## src/rtl/bbm_pkg.sv

```systemverilog
package bbm_pkg;

    typedef enum logic [1:0] {
        TR_IDLE   = 2'b00,
        TR_BUSY   = 2'b01,
        TR_NONSEQ = 2'b10,
        TR_SEQ    = 2'b11
    } trans_t;

    typedef enum logic {
        ST_IDLE = 1'b0,
        ST_RUN  = 1'b1
    } state_t;

endpackage

```

## src/rtl/bbm_lane_pack.sv

```systemverilog
// Places the low 2^size bytes of a word onto the byte lanes picked by the
// address offset; unused lanes are zero.
module bbm_lane_pack #(
    parameter int DATA_W = 32
) (
    input  logic [DATA_W-1:0]               data_in,
    input  logic [$clog2(DATA_W/8)-1:0]     offset,
    input  logic [2:0]                      size,
    output logic [DATA_W-1:0]               lanes_out
);
    localparam int NB    = DATA_W / 8;
    localparam int OFF_W = $clog2(NB);

    logic [DATA_W-1:0] kept;
    logic [OFF_W-1:0]  off_al;

    assign off_al = offset & ~((OFF_W'(1) << size) - OFF_W'(1));

    for (genvar b = 0; b < NB; b++) begin : g_keep
        assign kept[8*b +: 8] = ((32'(b) >> size) == 32'd0) ? data_in[8*b +: 8] : 8'h00;
    end

    assign lanes_out = kept << {off_al, 3'b000};
endmodule

```

## src/rtl/bbm_lane_extract.sv

```systemverilog
// Takes the 2^size bytes at the address offset and returns them at bit 0.
module bbm_lane_extract #(
    parameter int DATA_W = 32
) (
    input  logic [DATA_W-1:0]               lanes_in,
    input  logic [$clog2(DATA_W/8)-1:0]     offset,
    input  logic [2:0]                      size,
    output logic [DATA_W-1:0]               data_out
);
    localparam int NB    = DATA_W / 8;
    localparam int OFF_W = $clog2(NB);

    logic [DATA_W-1:0] shifted;
    logic [OFF_W-1:0]  off_al;

    assign off_al  = offset & ~((OFF_W'(1) << size) - OFF_W'(1));
    assign shifted = lanes_in >> {off_al, 3'b000};

    for (genvar b = 0; b < NB; b++) begin : g_mask
        assign data_out[8*b +: 8] = ((32'(b) >> size) == 32'd0) ? shifted[8*b +: 8] : 8'h00;
    end
endmodule

```

## src/rtl/burst_bus_master.sv

```systemverilog
module burst_bus_master
    import bbm_pkg::*;
#(
    parameter int ADDR_W = 32,
    parameter int DATA_W = 32,
    parameter int LEN_W  = 5
) (
    input  logic              clk,
    input  logic              rst_n,
    input  logic              cmd_valid,
    output logic              cmd_ready,
    input  logic [ADDR_W-1:0] cmd_addr,
    input  logic [LEN_W-1:0]  cmd_len,
    input  logic [2:0]        cmd_size,
    input  logic              cmd_write,
    input  logic              cfg_abort_on_err,
    output logic              wd_pop,
    input  logic [DATA_W-1:0] wd_data,
    output logic              rd_valid,
    output logic [DATA_W-1:0] rd_data,
    output logic              done,
    output logic              done_err,
    output logic [LEN_W-1:0]  done_beats,
    output logic [ADDR_W-1:0] haddr,
    output logic [1:0]        htrans,
    output logic              hwrite,
    output logic [2:0]        hsize,
    output logic [DATA_W-1:0] hwdata,
    input  logic [DATA_W-1:0] hrdata,
    input  logic              hready,
    input  logic              hresp
);
    localparam int NB    = DATA_W / 8;
    localparam int OFF_W = $clog2(NB);

    typedef struct packed {
        state_t             state;
        logic [ADDR_W-1:0]  addr;       // address of the beat on the bus
        logic [LEN_W-1:0]   left;       // beats not yet accepted
        trans_t             htrans;
        logic               write;
        logic [2:0]         size;
        logic               dph;        // data phase in progress
        logic               dp_write;
        logic [OFF_W-1:0]   dp_off;
        logic [LEN_W-1:0]   ok_cnt;
        logic               err;
        logic [DATA_W-1:0]  wdata;
        logic               done;
        logic               done_err;
        logic [LEN_W-1:0]   done_beats;
    } regs_t;

    regs_t q, d;

    logic              addr_acc;
    logic              beat_end;
    logic              err_first;
    logic [DATA_W-1:0] packed_wd;
    logic [ADDR_W-1:0] next_addr;

    bbm_lane_pack #(.DATA_W(DATA_W)) u_pack (
        .data_in   (wd_data),
        .offset    (q.addr[OFF_W-1:0]),
        .size      (q.size),
        .lanes_out (packed_wd)
    );

    bbm_lane_extract #(.DATA_W(DATA_W)) u_extract (
        .lanes_in (hrdata),
        .offset   (q.dp_off),
        .size     (q.size),
        .data_out (rd_data)
    );

    assign next_addr = q.addr + (ADDR_W'(1) << q.size);
    assign addr_acc  = (q.state == ST_RUN) && (q.htrans != TR_IDLE) && hready;
    assign beat_end  = q.dph && hready;
    assign err_first = q.dph && !hready && hresp;

    always_comb begin
        d      = q;
        d.done = 1'b0;
        if (q.state == ST_IDLE) begin
            if (cmd_valid) begin
                d.state  = ST_RUN;
                d.addr   = cmd_addr;
                d.left   = cmd_len;
                d.htrans = TR_NONSEQ;
                d.write  = cmd_write;
                d.size   = cmd_size;
                d.dph    = 1'b0;
                d.ok_cnt = '0;
                d.err    = 1'b0;
            end
        end else begin
            if (beat_end) begin
                d.dph = 1'b0;
                if (hresp) d.err    = 1'b1;
                else       d.ok_cnt = q.ok_cnt + LEN_W'(1);
            end
            if (addr_acc) begin
                d.dph      = 1'b1;
                d.dp_write = q.write;
                d.dp_off   = q.addr[OFF_W-1:0];
                if (q.write) d.wdata = packed_wd;
                d.left     = q.left - LEN_W'(1);
                if (q.left > LEN_W'(1)) begin
                    d.htrans = TR_SEQ;
                    d.addr   = next_addr;
                end else begin
                    d.htrans = TR_IDLE;
                end
            end
            if (err_first && cfg_abort_on_err) begin
                d.htrans = TR_IDLE;
                d.left   = '0;
            end
            if (!d.dph && (d.htrans == TR_IDLE)) begin
                d.state      = ST_IDLE;
                d.done       = 1'b1;
                d.done_err   = d.err;
                d.done_beats = d.ok_cnt;
            end
        end
    end

    always_ff @(posedge clk) begin
        if (!rst_n) q <= '0;
        else        q <= d;
    end

    assign cmd_ready  = (q.state == ST_IDLE);
    assign wd_pop     = addr_acc && q.write;
    assign rd_valid   = q.dph && !q.dp_write && hready && !hresp;
    assign done       = q.done;
    assign done_err   = q.done_err;
    assign done_beats = q.done_beats;
    assign haddr      = q.addr;
    assign htrans     = q.htrans;
    assign hwrite     = q.write;
    assign hsize      = q.size;
    assign hwdata     = q.wdata;
endmodule

```

## config.mk

```make
export PLATFORM = sky130hd
export DESIGN_NAME = burst_bus_master
export DESIGN_NICKNAME = d
export VERILOG_FILES = /design/src/rtl/bbm_pkg.sv /design/src/rtl/bbm_lane_pack.sv /design/src/rtl/bbm_lane_extract.sv /design/src/rtl/burst_bus_master.sv
export SDC_FILE = /design/constraint.sdc
export NUM_CORES = 1
export LEC_CHECK = 0
export BUFFER_PORTS_ARGS = -buffer_cell sky130_fd_sc_hd__buf_2
export CAP_MARGIN = 20
export CORE_MARGIN = 3
export CORE_UTILIZATION = 50
export DETAILED_ROUTE_END_ITERATION = 10
export GPL_ROUTABILITY_DRIVEN = 0
export PLACE_DENSITY = 0.82
export SYNTH_ARGS = -nofsm -noshare
export SYNTH_HDL_FRONTEND = slang
export SYNTH_SLANG_ARGS = --single-unit
export TNS_END_PERCENT = 100
```

## constraint.sdc

```tcl
create_clock -name clk -period 4.9 [get_ports clk]
set_input_delay 0.735 -clock clk [delete_from_list [all_inputs] [get_ports clk]]
set_output_delay 0.735 -clock clk [all_outputs]
set_load 0.02 [all_outputs]
```

==> metrics.md <==
| Metric | Value |
|---|---|
| Outcome | complete, no violations |
| RR Startpoint | hsize[0] |
| CP delay by family, top | compound AO/OA/AOI/OAI gates |
| CTS root buf | clkbuf_16 |
| Cts hold-fix bufs | 0 |
| Slew Viols, Final | 0 |
| Critical path class | reg2reg |
| Internal power | 1400 uW |
| Hold Path Class | reg2reg |
| Fin Setup TNS | 0 ps |
| Clock latency on the worst-skew pair | 340 ps |
| WL/cell | 16.47 um |
| Pwr dens | 299.9 nW/um^2 |
| Unrepaired setup endpoints after global routing | false |
| Gr usage total | 0.2386 |
| Synth Flop Type | dfxtp_1 |
| Worst setup startpoint | hsize[0] |
| Slowest CP cell | a211oi_2 |
| Routed vias | 5462 |
| Critical R2R Capture | haddr[16] |
| FFs w/ async S/R, synth | 0 |
| Dominant cell type by area after synthesis | dfxtp_1 |
| Antenna Nets Post-Route | 0 |
| H-Tree Depth | 3 |
| Worst Path Max Fanout | 28 |
| Die width | 112.4 um |
| CP startpoint kind | flip-flop |
| Crit-path cells | nor3_2, buf_4, ha_1, inv_1, fa_1, nand2b_1, a211oi_2, o22ai_2, or3_1, a311oi_1 |
| Clk pwr share | 0.396 |
| Syn_nets | 814 |
| Reg-to-reg slack, setup | 1630 ps |
| Maximum VDD drop | 0.1805 mV |
| CP endpoint | haddr[16] |
| Max_slew headroom | 0.2765 |
| Die ar. | 12620 sq um |
| IO Port Bufs | 222 |
| Required @ worst endpoint | 5150 ps |
| Share of layout cells above drive strength 1 | 0.3212 |
| Worst Path Arrival | 3520 ps |
| Fin crit share | 0.6668 |
| Reg power frac | 0.419 |
| Post-synth EDFFs | 0 |
| Core outline area | 10940 sq um |
| Via/cell ratio | 5.678 |
| Synth-to-Final Area Change | 16.79% |
| Pre-CTS WS | 1674 ps |
| Max Cap Viol | 0 |
| Vias in the first global route | 4871 |
| Largest cells by area after synthesis | dfxtp_1, buf_4, nor2_1, mux2i_1, a21oi_1 |
| N_diodes | 0 |
| Final count of negative-setup-slack endpoints | 0 |
| Mapped Cells | 691 |
| Overflow after GRT | 0 |
| Combinational power share | 0.185 |
| First-pass GRT wire length | 25.12 mm |
| Crit end category | flip-flop |
| Syn. warnings | 0 |
| Core Rows | 38 |
| Crit. path cell count | 10 |
| WL final | 15.84 mm |
| Initial Util | 0.5172 |
| Net Sw Frac | 0.2932 |
| Final Critical Period | 3267 ps |
| DRC marker count from the first detailed-route iteration | 456 |
| Initial antenna violation count | 3 |
| Leak pwr | 0.003078 uW |
| CP bufs+invs | 2 |
| Clk_skew | 13.06 ps |
| Yosys top cell area share | 0.3292 |
| Yosys cell types | 62 |
| Chip height | 112.4 um |
| Largest net degree at the start of global routing | 44 |
| DR pass1 iterations | 5 |
| Avg Inst Size Synth | 8.184 sq um |
| Worst-Margin Slew | 1076 ps |
| Crit-path max cell delay | 410 ps |
| Final hold violation count | 0 |
| FMAX | 0.3061 GHz |
| #FFs+latches synth | 93 |
| Netlist Area Pre-Place | 5655 sq um |
| Detailed placer's ending HPWL | 11.73 mm |
| Nets | 940 |
| IO Pins | 223 |
| CTS tree | yes |
| Post-CTS Resized | 0 |
| Post-route setup slack | 1633 ps |
| Number of buffers created by CTS | 9 |
| Net load switching power | 580.8 uW |
| Clock Sinks | 93 |
| Drc violations | 0 |
| Clock slew at reported path FFs | 70 ps |
| Post-synthesis sequential area ratio | 0.3292 |
| Worst-case clock buffer depth | 2 |
| Worst reg2reg path depth | 10 |
| Post-CTS Setup Repair Bufs | 0 |
cell usage after synthesis (12+ instances only):
master and n:
and2_1 19, a2bb2oi_1 16, buf_4 76, clkbuf_1 28
a21oi_1 35, nor3_1 17, a211oi_1 14, nand2_1 41
mux2i_1 28, a221oi_1 12, nor2_1 81, a22oi_1 21
o21ai_0 28, a31oi_1 23, dfxtp_1 93
worst reg2reg max path, delay by kind of cell, from the launching register on:
kind                       cells  cell delay, ps
DFF                            1             390
adders and majority gates      2             640
and+or+nand+nor                3             770
AOI/OAI and AO/OA              3             980
buffers and inverters          2             390
worst min-delay path by stage:
stage | cells past startpoint | slack [ps] | end | startpoint
after floorplan | 2 | 440 | q[46] | q[46]
after global placement | 2 | 450 | q[46] | q[46]
after detailed placement | 2 | 460 | q[47] | q[47]
after CTS | 2 | 460 | q[47] | q[47]
after global routing | 2 | 510 | q[46] | q[46]
final | 2 | 460 | q[47] | q[47]
cell families (layout without fill, tap and decap cells):
group | after synthesis | in the layout | synth area share
simple gates | 226 | 226 | 0.1973
compound gates | 193 | 193 | 0.2380
buf+inv | 127 | 258 | 0.1389
flops | 93 | 93 | 0.3292
mux | 29 | 29 | 0.05155
fa+ha+maj | 12 | 12 | 0.02788
xor+xnor | 11 | 11 | 0.01703
layout by cell type (no fill, tap or decap), drive strengths merged, types with 13 or more instances in the layout:
cell type,Yosys,routed
a211oi,15,15
o21ai,29,29
dfxtp,93,93
mux2i,28,28
a31oi,23,23
nor3,18,18
a22oi,21,21
nand2,42,42
nor2,82,82
a2bb2oi,16,16
inv,12,13
and2,19,19
buf,86,229
a21oi,35,35
power groups by stage:
stage / clock network (uW) / logic [uW] / registers (uW)
CTS: 786 / 366 / 829
floorplan: 0 / 276 / 832
global route: 822 / 399 / 835
finish: 784 / 367 / 830
detailed placement: 0 / 364 / 846
global placement: 0 / 361 / 845
per-layer routing:
metal  vias to the layer above  track usage  part of all wire
met1                      2520       0.3449              0.45
li1                       2698            -                 -
met2                       211       0.3770              0.47
met4                         6      0.04647             0.011
met3                        27      0.04259             0.070
met5                         -            0            0.0021
area by class of cell:
cell class | instances | area [sq um]
clock inverter | 6 | 95.09
timing repair buffer | 229 | 1164
multi-input combinational | 471 | 3022
clock buffer | 10 | 239.0
inverter | 13 | 48.80
sequential | 93 | 1862
fill | 997 | 4330
tap | 140 | 175.2
metrics by stage:
| stage | util | instances | instance area, sq um | power (uW) | hold slack (ps) |
|---|---|---|---|---|---|
| floorplan | - | 691 | 5655 | 1108 | 436.6 |
| global placement | 0.5728 | 945 | 6264 | 1206 | 452.5 |
| detailed placement | 0.5728 | 945 | 6264 | 1210 | 457.7 |
| CTS | 0.6033 | 961 | 6598 | 1981 | 463.4 |
| global route | 0.6040 | 962 | 6605 | 2056 | 510.0 |
| finish | 0.6040 | 962 | 6605 | 1981 | 461.5 |
state kept, by name, indices dropped and copies added (netlist names), 2 cells and up:
name / cells
done_beats: 5
haddr: 32
hsize: 3
htrans: 2
hwdata: 32
q: 16
(Power assumes the default switching activity.)
